==> src/rtl/dbm_pkg.sv <==
package dbm_pkg;
  localparam int DW = 32;
  localparam int AW = 12;
  localparam int NCH = 2;
  localparam int NPORT = 2;
  localparam int CH_RH = 0;
  localparam int CH_HR = 1;
  localparam int FLAG_BIT = DW - 1;
  localparam logic [AW-1:0] RH_BASE = 12'h200;
  localparam logic [AW-1:0] HR_BASE = 12'h300;
  localparam logic [AW-1:0] OFF_STAT = 12'h000;
  localparam logic [AW-1:0] OFF_SET = 12'h008;
  localparam logic [AW-1:0] OFF_CLR = 12'h010;

  typedef logic [DW-1:0] word_t;

  localparam word_t FLAG_MASK = word_t'(1) << FLAG_BIT;
  localparam word_t SLOT_MASK = ~FLAG_MASK;

  function automatic logic [AW-1:0] ch_base(input int ch);
    return (ch == CH_RH) ? RH_BASE : HR_BASE;
  endfunction
endpackage

==> src/rtl/dbm_port.sv <==
module dbm_port
  import dbm_pkg::*;
(
  input  logic                     clk,
  input  logic                     rst_n,
  input  logic                     req_valid,
  output logic                     req_ready,
  input  logic                     req_write,
  input  logic                     req_secure,
  input  logic [AW-1:0]            req_addr,
  input  word_t                    req_wdata,
  output logic                     rsp_valid,
  input  logic                     rsp_ready,
  output word_t                    rsp_rdata,
  input  logic [NCH-1:0][DW-1:0]   stat,
  output logic [NCH-1:0][DW-1:0]   set_mask,
  output logic [NCH-1:0][DW-1:0]   clr_mask,
  output logic [NCH-1:0]           ns_hit
);
  logic accept;
  logic [NCH-1:0][DW-1:0] rd_part;
  word_t rd_word;

  assign req_ready = !rsp_valid || rsp_ready;
  assign accept = req_valid && req_ready;

  for (genvar ch = 0; ch < NCH; ch++) begin : g_dec
    logic hit_stat, hit_set, hit_clr, sec_wr;
    assign hit_stat = (req_addr == ch_base(ch) + OFF_STAT);
    assign hit_set  = (req_addr == ch_base(ch) + OFF_SET);
    assign hit_clr  = (req_addr == ch_base(ch) + OFF_CLR);
    assign sec_wr   = accept && req_write && req_secure;
    assign set_mask[ch] = (sec_wr && hit_set) ? (req_wdata & SLOT_MASK) : '0;
    assign clr_mask[ch] = (sec_wr && hit_clr) ? req_wdata : '0;
    assign ns_hit[ch]   = accept && !req_secure && (hit_stat || hit_set || hit_clr);
    assign rd_part[ch]  = (hit_stat && req_secure) ? stat[ch] : '0;
  end

  always_comb begin
    rd_word = '0;
    for (int ch = 0; ch < NCH; ch++) rd_word = rd_word | rd_part[ch];
  end

  always_ff @(posedge clk) begin
    if (!rst_n) begin
      rsp_valid <= 1'b0;
      rsp_rdata <= '0;
    end else if (accept) begin
      rsp_valid <= 1'b1;
      rsp_rdata <= req_write ? '0 : rd_word;
    end else if (rsp_ready) begin
      rsp_valid <= 1'b0;
    end
  end


  rsp_hold_chk: assert property (@(posedge clk) disable iff (!rst_n)
    (rsp_valid && !rsp_ready) |=> (rsp_valid && $stable(rsp_rdata)));


  ns_read_zero_chk: assert property (@(posedge clk) disable iff (!rst_n)
    (accept && !req_write && !req_secure) |=> (rsp_rdata == '0));
endmodule

==> src/rtl/dbm_chan.sv <==
module dbm_chan
  import dbm_pkg::*;
(
  input  logic                     clk,
  input  logic                     rst_n,
  input  logic [NPORT-1:0][DW-1:0] set_in,
  input  logic [NPORT-1:0][DW-1:0] clr_in,
  input  logic [NPORT-1:0]         ns_in,
  output word_t                    stat,
  output logic                     irq
);
  word_t set_all, clr_all, nxt;
  logic flag;

  always_comb begin
    set_all = '0;
    clr_all = '0;
    for (int p = 0; p < NPORT; p++) begin
      set_all = set_all | set_in[p];
      clr_all = clr_all | clr_in[p];
    end
    flag = |ns_in;
    nxt = (stat | set_all | (flag ? FLAG_MASK : '0)) & ~clr_all;
  end

  always_ff @(posedge clk) begin
    if (!rst_n) begin
      stat <= '0;
      irq  <= 1'b0;
    end else begin
      stat <= nxt;
      irq  <= |stat;
    end
  end


  set_effect_chk: assert property (@(posedge clk) disable iff (!rst_n)
    ((set_all & ~clr_all) != '0) |=>
      ((stat & $past(set_all & ~clr_all)) == $past(set_all & ~clr_all)));


  clr_effect_chk: assert property (@(posedge clk) disable iff (!rst_n)
    (clr_all != '0) |=> ((stat & $past(clr_all)) == '0));


  flag_raise_chk: assert property (@(posedge clk) disable iff (!rst_n)
    (flag && !clr_all[FLAG_BIT]) |=> stat[FLAG_BIT]);


  no_flag_set_chk: assert property (@(posedge clk) disable iff (!rst_n)
    !set_all[FLAG_BIT]);


  idle_stable_chk: assert property (@(posedge clk) disable iff (!rst_n)
    (set_all == '0 && clr_all == '0 && !flag) |=> $stable(stat));


  irq_rise_chk: assert property (@(posedge clk) disable iff (!rst_n)
    $rose(|stat) |=> irq);


  irq_low_chk: assert property (@(posedge clk) disable iff (!rst_n)
    (stat == '0) |=> !irq);
endmodule

==> src/rtl/dbm_mailbox.sv <==
module dbm_mailbox
  import dbm_pkg::*;
(
  input  logic          clk,
  input  logic          rst_n,
  input  logic          host_req_valid,
  output logic          host_req_ready,
  input  logic          host_req_write,
  input  logic          host_req_secure,
  input  logic [11:0]   host_req_addr,
  input  logic [31:0]   host_req_wdata,
  output logic          host_rsp_valid,
  input  logic          host_rsp_ready,
  output logic [31:0]   host_rsp_rdata,
  input  logic          rmt_req_valid,
  output logic          rmt_req_ready,
  input  logic          rmt_req_write,
  input  logic          rmt_req_secure,
  input  logic [11:0]   rmt_req_addr,
  input  logic [31:0]   rmt_req_wdata,
  output logic          rmt_rsp_valid,
  input  logic          rmt_rsp_ready,
  output logic [31:0]   rmt_rsp_rdata,
  output logic          irq_host,
  output logic          irq_remote
);
  logic [NPORT-1:0]           p_valid, p_ready, p_write, p_secure, p_rvalid, p_rready;
  logic [NPORT-1:0][AW-1:0]   p_addr;
  logic [NPORT-1:0][DW-1:0]   p_wdata, p_rdata;
  logic [NCH-1:0][DW-1:0]     stat;
  logic [NCH-1:0]             irq;
  logic [NPORT-1:0][NCH-1:0][DW-1:0] set_pc, clr_pc;
  logic [NPORT-1:0][NCH-1:0]  ns_pc;

  assign p_valid  = {rmt_req_valid, host_req_valid};
  assign p_write  = {rmt_req_write, host_req_write};
  assign p_secure = {rmt_req_secure, host_req_secure};
  assign p_rready = {rmt_rsp_ready, host_rsp_ready};
  assign p_addr   = {rmt_req_addr, host_req_addr};
  assign p_wdata  = {rmt_req_wdata, host_req_wdata};

  assign host_req_ready = p_ready[0];
  assign rmt_req_ready  = p_ready[1];
  assign host_rsp_valid = p_rvalid[0];
  assign rmt_rsp_valid  = p_rvalid[1];
  assign host_rsp_rdata = p_rdata[0];
  assign rmt_rsp_rdata  = p_rdata[1];
  assign irq_host   = irq[CH_RH];
  assign irq_remote = irq[CH_HR];

  for (genvar p = 0; p < NPORT; p++) begin : g_port
    dbm_port u_port (
      .clk       (clk),
      .rst_n     (rst_n),
      .req_valid (p_valid[p]),
      .req_ready (p_ready[p]),
      .req_write (p_write[p]),
      .req_secure(p_secure[p]),
      .req_addr  (p_addr[p]),
      .req_wdata (p_wdata[p]),
      .rsp_valid (p_rvalid[p]),
      .rsp_ready (p_rready[p]),
      .rsp_rdata (p_rdata[p]),
      .stat      (stat),
      .set_mask  (set_pc[p]),
      .clr_mask  (clr_pc[p]),
      .ns_hit    (ns_pc[p])
    );
  end

  for (genvar ch = 0; ch < NCH; ch++) begin : g_chan
    logic [NPORT-1:0][DW-1:0] set_in, clr_in;
    logic [NPORT-1:0]         ns_in;
    for (genvar p = 0; p < NPORT; p++) begin : g_x
      assign set_in[p] = set_pc[p][ch];
      assign clr_in[p] = clr_pc[p][ch];
      assign ns_in[p]  = ns_pc[p][ch];
    end
    dbm_chan u_chan (
      .clk   (clk),
      .rst_n (rst_n),
      .set_in(set_in),
      .clr_in(clr_in),
      .ns_in (ns_in),
      .stat  (stat[ch]),
      .irq   (irq[ch])
    );
  end
endmodule

==> config.mk <==
export PLATFORM = sky130hd
export DESIGN_NAME = dbm_mailbox
export DESIGN_NICKNAME = d
export VERILOG_FILES = /design/src/rtl/dbm_pkg.sv /design/src/rtl/dbm_port.sv /design/src/rtl/dbm_chan.sv /design/src/rtl/dbm_mailbox.sv
export SDC_FILE = /design/constraint.sdc
export NUM_CORES = 1
export LEC_CHECK = 0
export BUFFER_PORTS_ARGS = -buffer_cell sky130_fd_sc_hd__buf_2
export CAP_MARGIN = 5
export CORE_MARGIN = 2
export CORE_UTILIZATION = 46
export CTS_BUF_LIST = sky130_fd_sc_hd__clkbuf_4
export CTS_CLUSTER_SIZE = 14
export DETAILED_ROUTE_END_ITERATION = 8
export GPL_ROUTABILITY_DRIVEN = 0
export PLACE_DENSITY = 0.71
export SLEW_MARGIN = 20
export SYNTH_ARGS = -nofsm -noshare
export SYNTH_HDL_FRONTEND = slang
export SYNTH_SLANG_ARGS = --single-unit
==> constraint.sdc <==
create_clock -name clk -period 2.1 [get_ports clk]
set_input_delay 0.21 -clock clk [delete_from_list [all_inputs] [get_ports clk]]
set_output_delay 0.21 -clock clk [all_outputs]
set_load 0.02 [all_outputs]
==> results.yml <==
critical_path:
  r2r.worst_path.cells: 5
  worstPathCellList: "nand2b_1 -> nand3_1 -> or2_2 -> o21ai_0 -> a211oi_1"
  reg2reg_to: "g_chan[1].u_chan.stat[12]"
  critical_path.max_stage_delay_ps: 570
  crit_path_end_kind: "flop"
  arrival_ps: 2320
  worstSetupStartpointType: "flop"
  criticalPathCategory: "flop to flop"
  rrSetupSlack_ps: 200
  r2r-start: "g_port[1].u_port.rsp_valid"
  crit_fanout: 32
  worst_ep_required_time_ps: 2520
  cp_slowest_cell: "or2_2"
run_status:
  status: "finished clean"
final_layout:
  design_area_um2: 7920
  fin_nets: 1000
  diodes: 0
  stdcell_count: 1091
  layout-drive-gt1-share_pct: 29.1
  syn_to_final_growth_pct: 28.2
drt:
  first_pass_iters: 5
  wirelength_um: 21600
  drtIter0Drc: 745
  wl_met2_um: 10500
  met1_length_um: 8440
  top_layer_used: "met5"
  drc_errors: 0
  viasPerCell: 6.26
  wl_per_cell_um: 19.8
  via_count: 6828
  ant_nets: 0
  dr_wl_met3_um: 2130
cts:
  cts_resized: 0
  root_buffer: "clkbuf_4"
  cts_tree: "built"
  h-tree-depth: 4
  cts_hold_buffers: 36
  cts_sinks: 132
  post_cts_buffers: 0
  clk_pin_slew_ps: 120
  clkLatencyLatePin_ps: 530
  numCtsBuffers: 17
  max-clock-path-buffers: 2
timing:
  rsz0062_at_grt: "no"
  tightest_slew_ps: 673
  setup_tns_ps: 0
  slew_violations: 0
  post-route-period-util_pct: 90.3
  slew_headroom_pct: 55.1
  min_period_ps: 1900
  setup_viol: 0
  layout_setup_ws_ps: 204
  fmax_mhz: 527
  hold_violations: 0
  skew_ps: 15.8
floorplanning:
  num_rows: 42
  pin_count: 168
  start_util_pct: 46.8
  die_x_um: 120
  core_area_um2: 13200
  dieHeight_um: 120
  die_area_um2: 14400
synth:
  synth_compound_gate_area_share_pct: 38.2
  syn_nets: 815
  synth_top_area_share_pct: 42.8
  synth_edf_count: 0
  ys_ff_latch: 132
  yosys.area.top_type: "dfxtp_1"
  synth_common_cells: "dfxtp_1 (132), o21ai_0 (119), nand2_1 (102)"
  muxShareOfSynthArea_pct: 0
  synth.distinct_cells: 37
  synth_async_sr_flop_share_pct: 0
  synth_cells: 717
  seq_area_frac_synth_pct: 42.8
  yosysWarnings: 0
  yosysMostFrequentCell: "dfxtp_1"
  avgSynthCellArea_um2: 8.61
  synth_top_family_by_area: "compound AO/OA/AOI/OAI gates"
  synth.area.top_cells: "dfxtp_1 (43%), o21ai_0 (9.6%), a221oi_1 (8.8%), a22oi_1 (7.8%), nand2_1 (6.2%)"
  synthAdderAreaFrac_pct: 0
  synth-simple-area-share_pct: 13.1
  synth_xor_area_share_pct: 0
  ys.flop_type: "dfxtp_1"
  netlist_area_um2: 6180
global_routing:
  grt.overflow.total: 0
  grt_pass1_wl_um: 33700
  antenna_found_initial: 1
  grt_max_degree: 67
  track_usage_pct: 29.8
  grt_pass1_vias: 6464
power:
  p_leak_nw: 2.89
  fin_total_pwr_mw: 4.52
  peakVddDrop_v: 0.000269
  power.density_nw_per_um2: 571
placed_design:
  post-place-cells: 1023
  port_buffers: 167
  dp_hpwl_um: 14600
  placed_area_um2: 7290
  place_ws_ps: 104
flow_run:
  maxCapViolCount: 0
min_path:
  whs_path_depth: 3
  min_from: "rmt_req_wdata[16]"
  hold_class: "input pin to flop"
  hold_end: "g_chan[0].u_chan.stat[16]"
## area by class of cell
type                            instances  area, um^2
Fill cell                            1214        5270
Multi-Input combinational cell        491        3210
Sequential cell                       132        2640
Timing Repair Buffer                  226        1460
Tap cell                              176         220
Clock inverter                         15         136
Clock buffer                           17         128
Inverter                               34         128
## sequential cells by signal (all words and copies together), names as in the netlist
| name | cells |
|---|---|
| g_chan.u_chan.stat | 64 |
| g_port.u_port.rsp_rdata | 64 |
| g_port.u_port.rsp_valid | 2 |
| g_chan.u_chan.irq | 2 |
## layout by cell type (no fill, tap or decap), types with 3 or more instances in the layout
cell type,count
a221oi_1,62
a22oi_1,64
inv_1,34
nor2_2,3
buf_4,16
nor2_1,3
clkbuf_4,17
nand2_1,102
nor3_1,6
nand4_1,7
dfxtp_1,132
o21ai_1,9
o21ai_0,119
nor3_2,3
clkinv_2,3
clkinvlp_4,4
clkinv_4,6
buf_12,7
buf_2,167
nor4_1,17
a211oi_2,30
nand3_1,4
a211oi_1,35
nand2b_1,3
dlygate4sd3_1,36
## layer usage
metal	track usage, %	up-vias
met5	0	-
met4	12.3	2
met3	6.75	56
met2	50.3	452
met1	36.7	3192
li1	-	3126
## worst max-delay path, delay by kind of cell, from the launching register on
kind             cells  cell delay [ps]
flip-flops           1              350
AND/OR/NAND/NOR      3              940
AO/OA/AOI/OAI        2              490
## where the power goes
group          leakage [nW]  switching (mW)  internal, mW
registers              1.06         0.00111          2.51
clock network         0.134            1.01         0.591
logic                  1.69           0.243         0.162
total                  2.89            1.26          3.26
## cells by family after synthesis
group / after synthesis
AOI/OAI and AO/OA: 327
buffers and inverters: 94
DFF: 132
and+or+nand+nor: 164
## how the worst max path moves through the flow
stage,to,startpoint,cells after the start,slack (ps)
floorplan,g_chan[0].u_chan.stat[1],g_port[0].u_port.rsp_valid,6,320
global placement,g_port[0].u_port.rsp_rdata[4],host_req_addr[5],5,230
detailed placement,g_port[0].u_port.rsp_rdata[10],host_req_addr[5],5,100
CTS,g_port[0].u_port.rsp_rdata[23],g_port[0].u_port.rsp_valid,4,210
global route,g_chan[1].u_chan.stat[1],g_port[1].u_port.rsp_valid,5,80
finish,g_chan[1].u_chan.stat[12],g_port[1].u_port.rsp_valid,5,200
## stage by stage
stage / hold slack (ps) / util, %
finish: 48.9 / 60.0
global route: 21.7 / 60.0
CTS: 17.9 / 60.0
detailed placement: 434 / 55.3
global placement: 429 / 55.3
floorplan: 301 / -
Power figures use the tool's default switching activity.
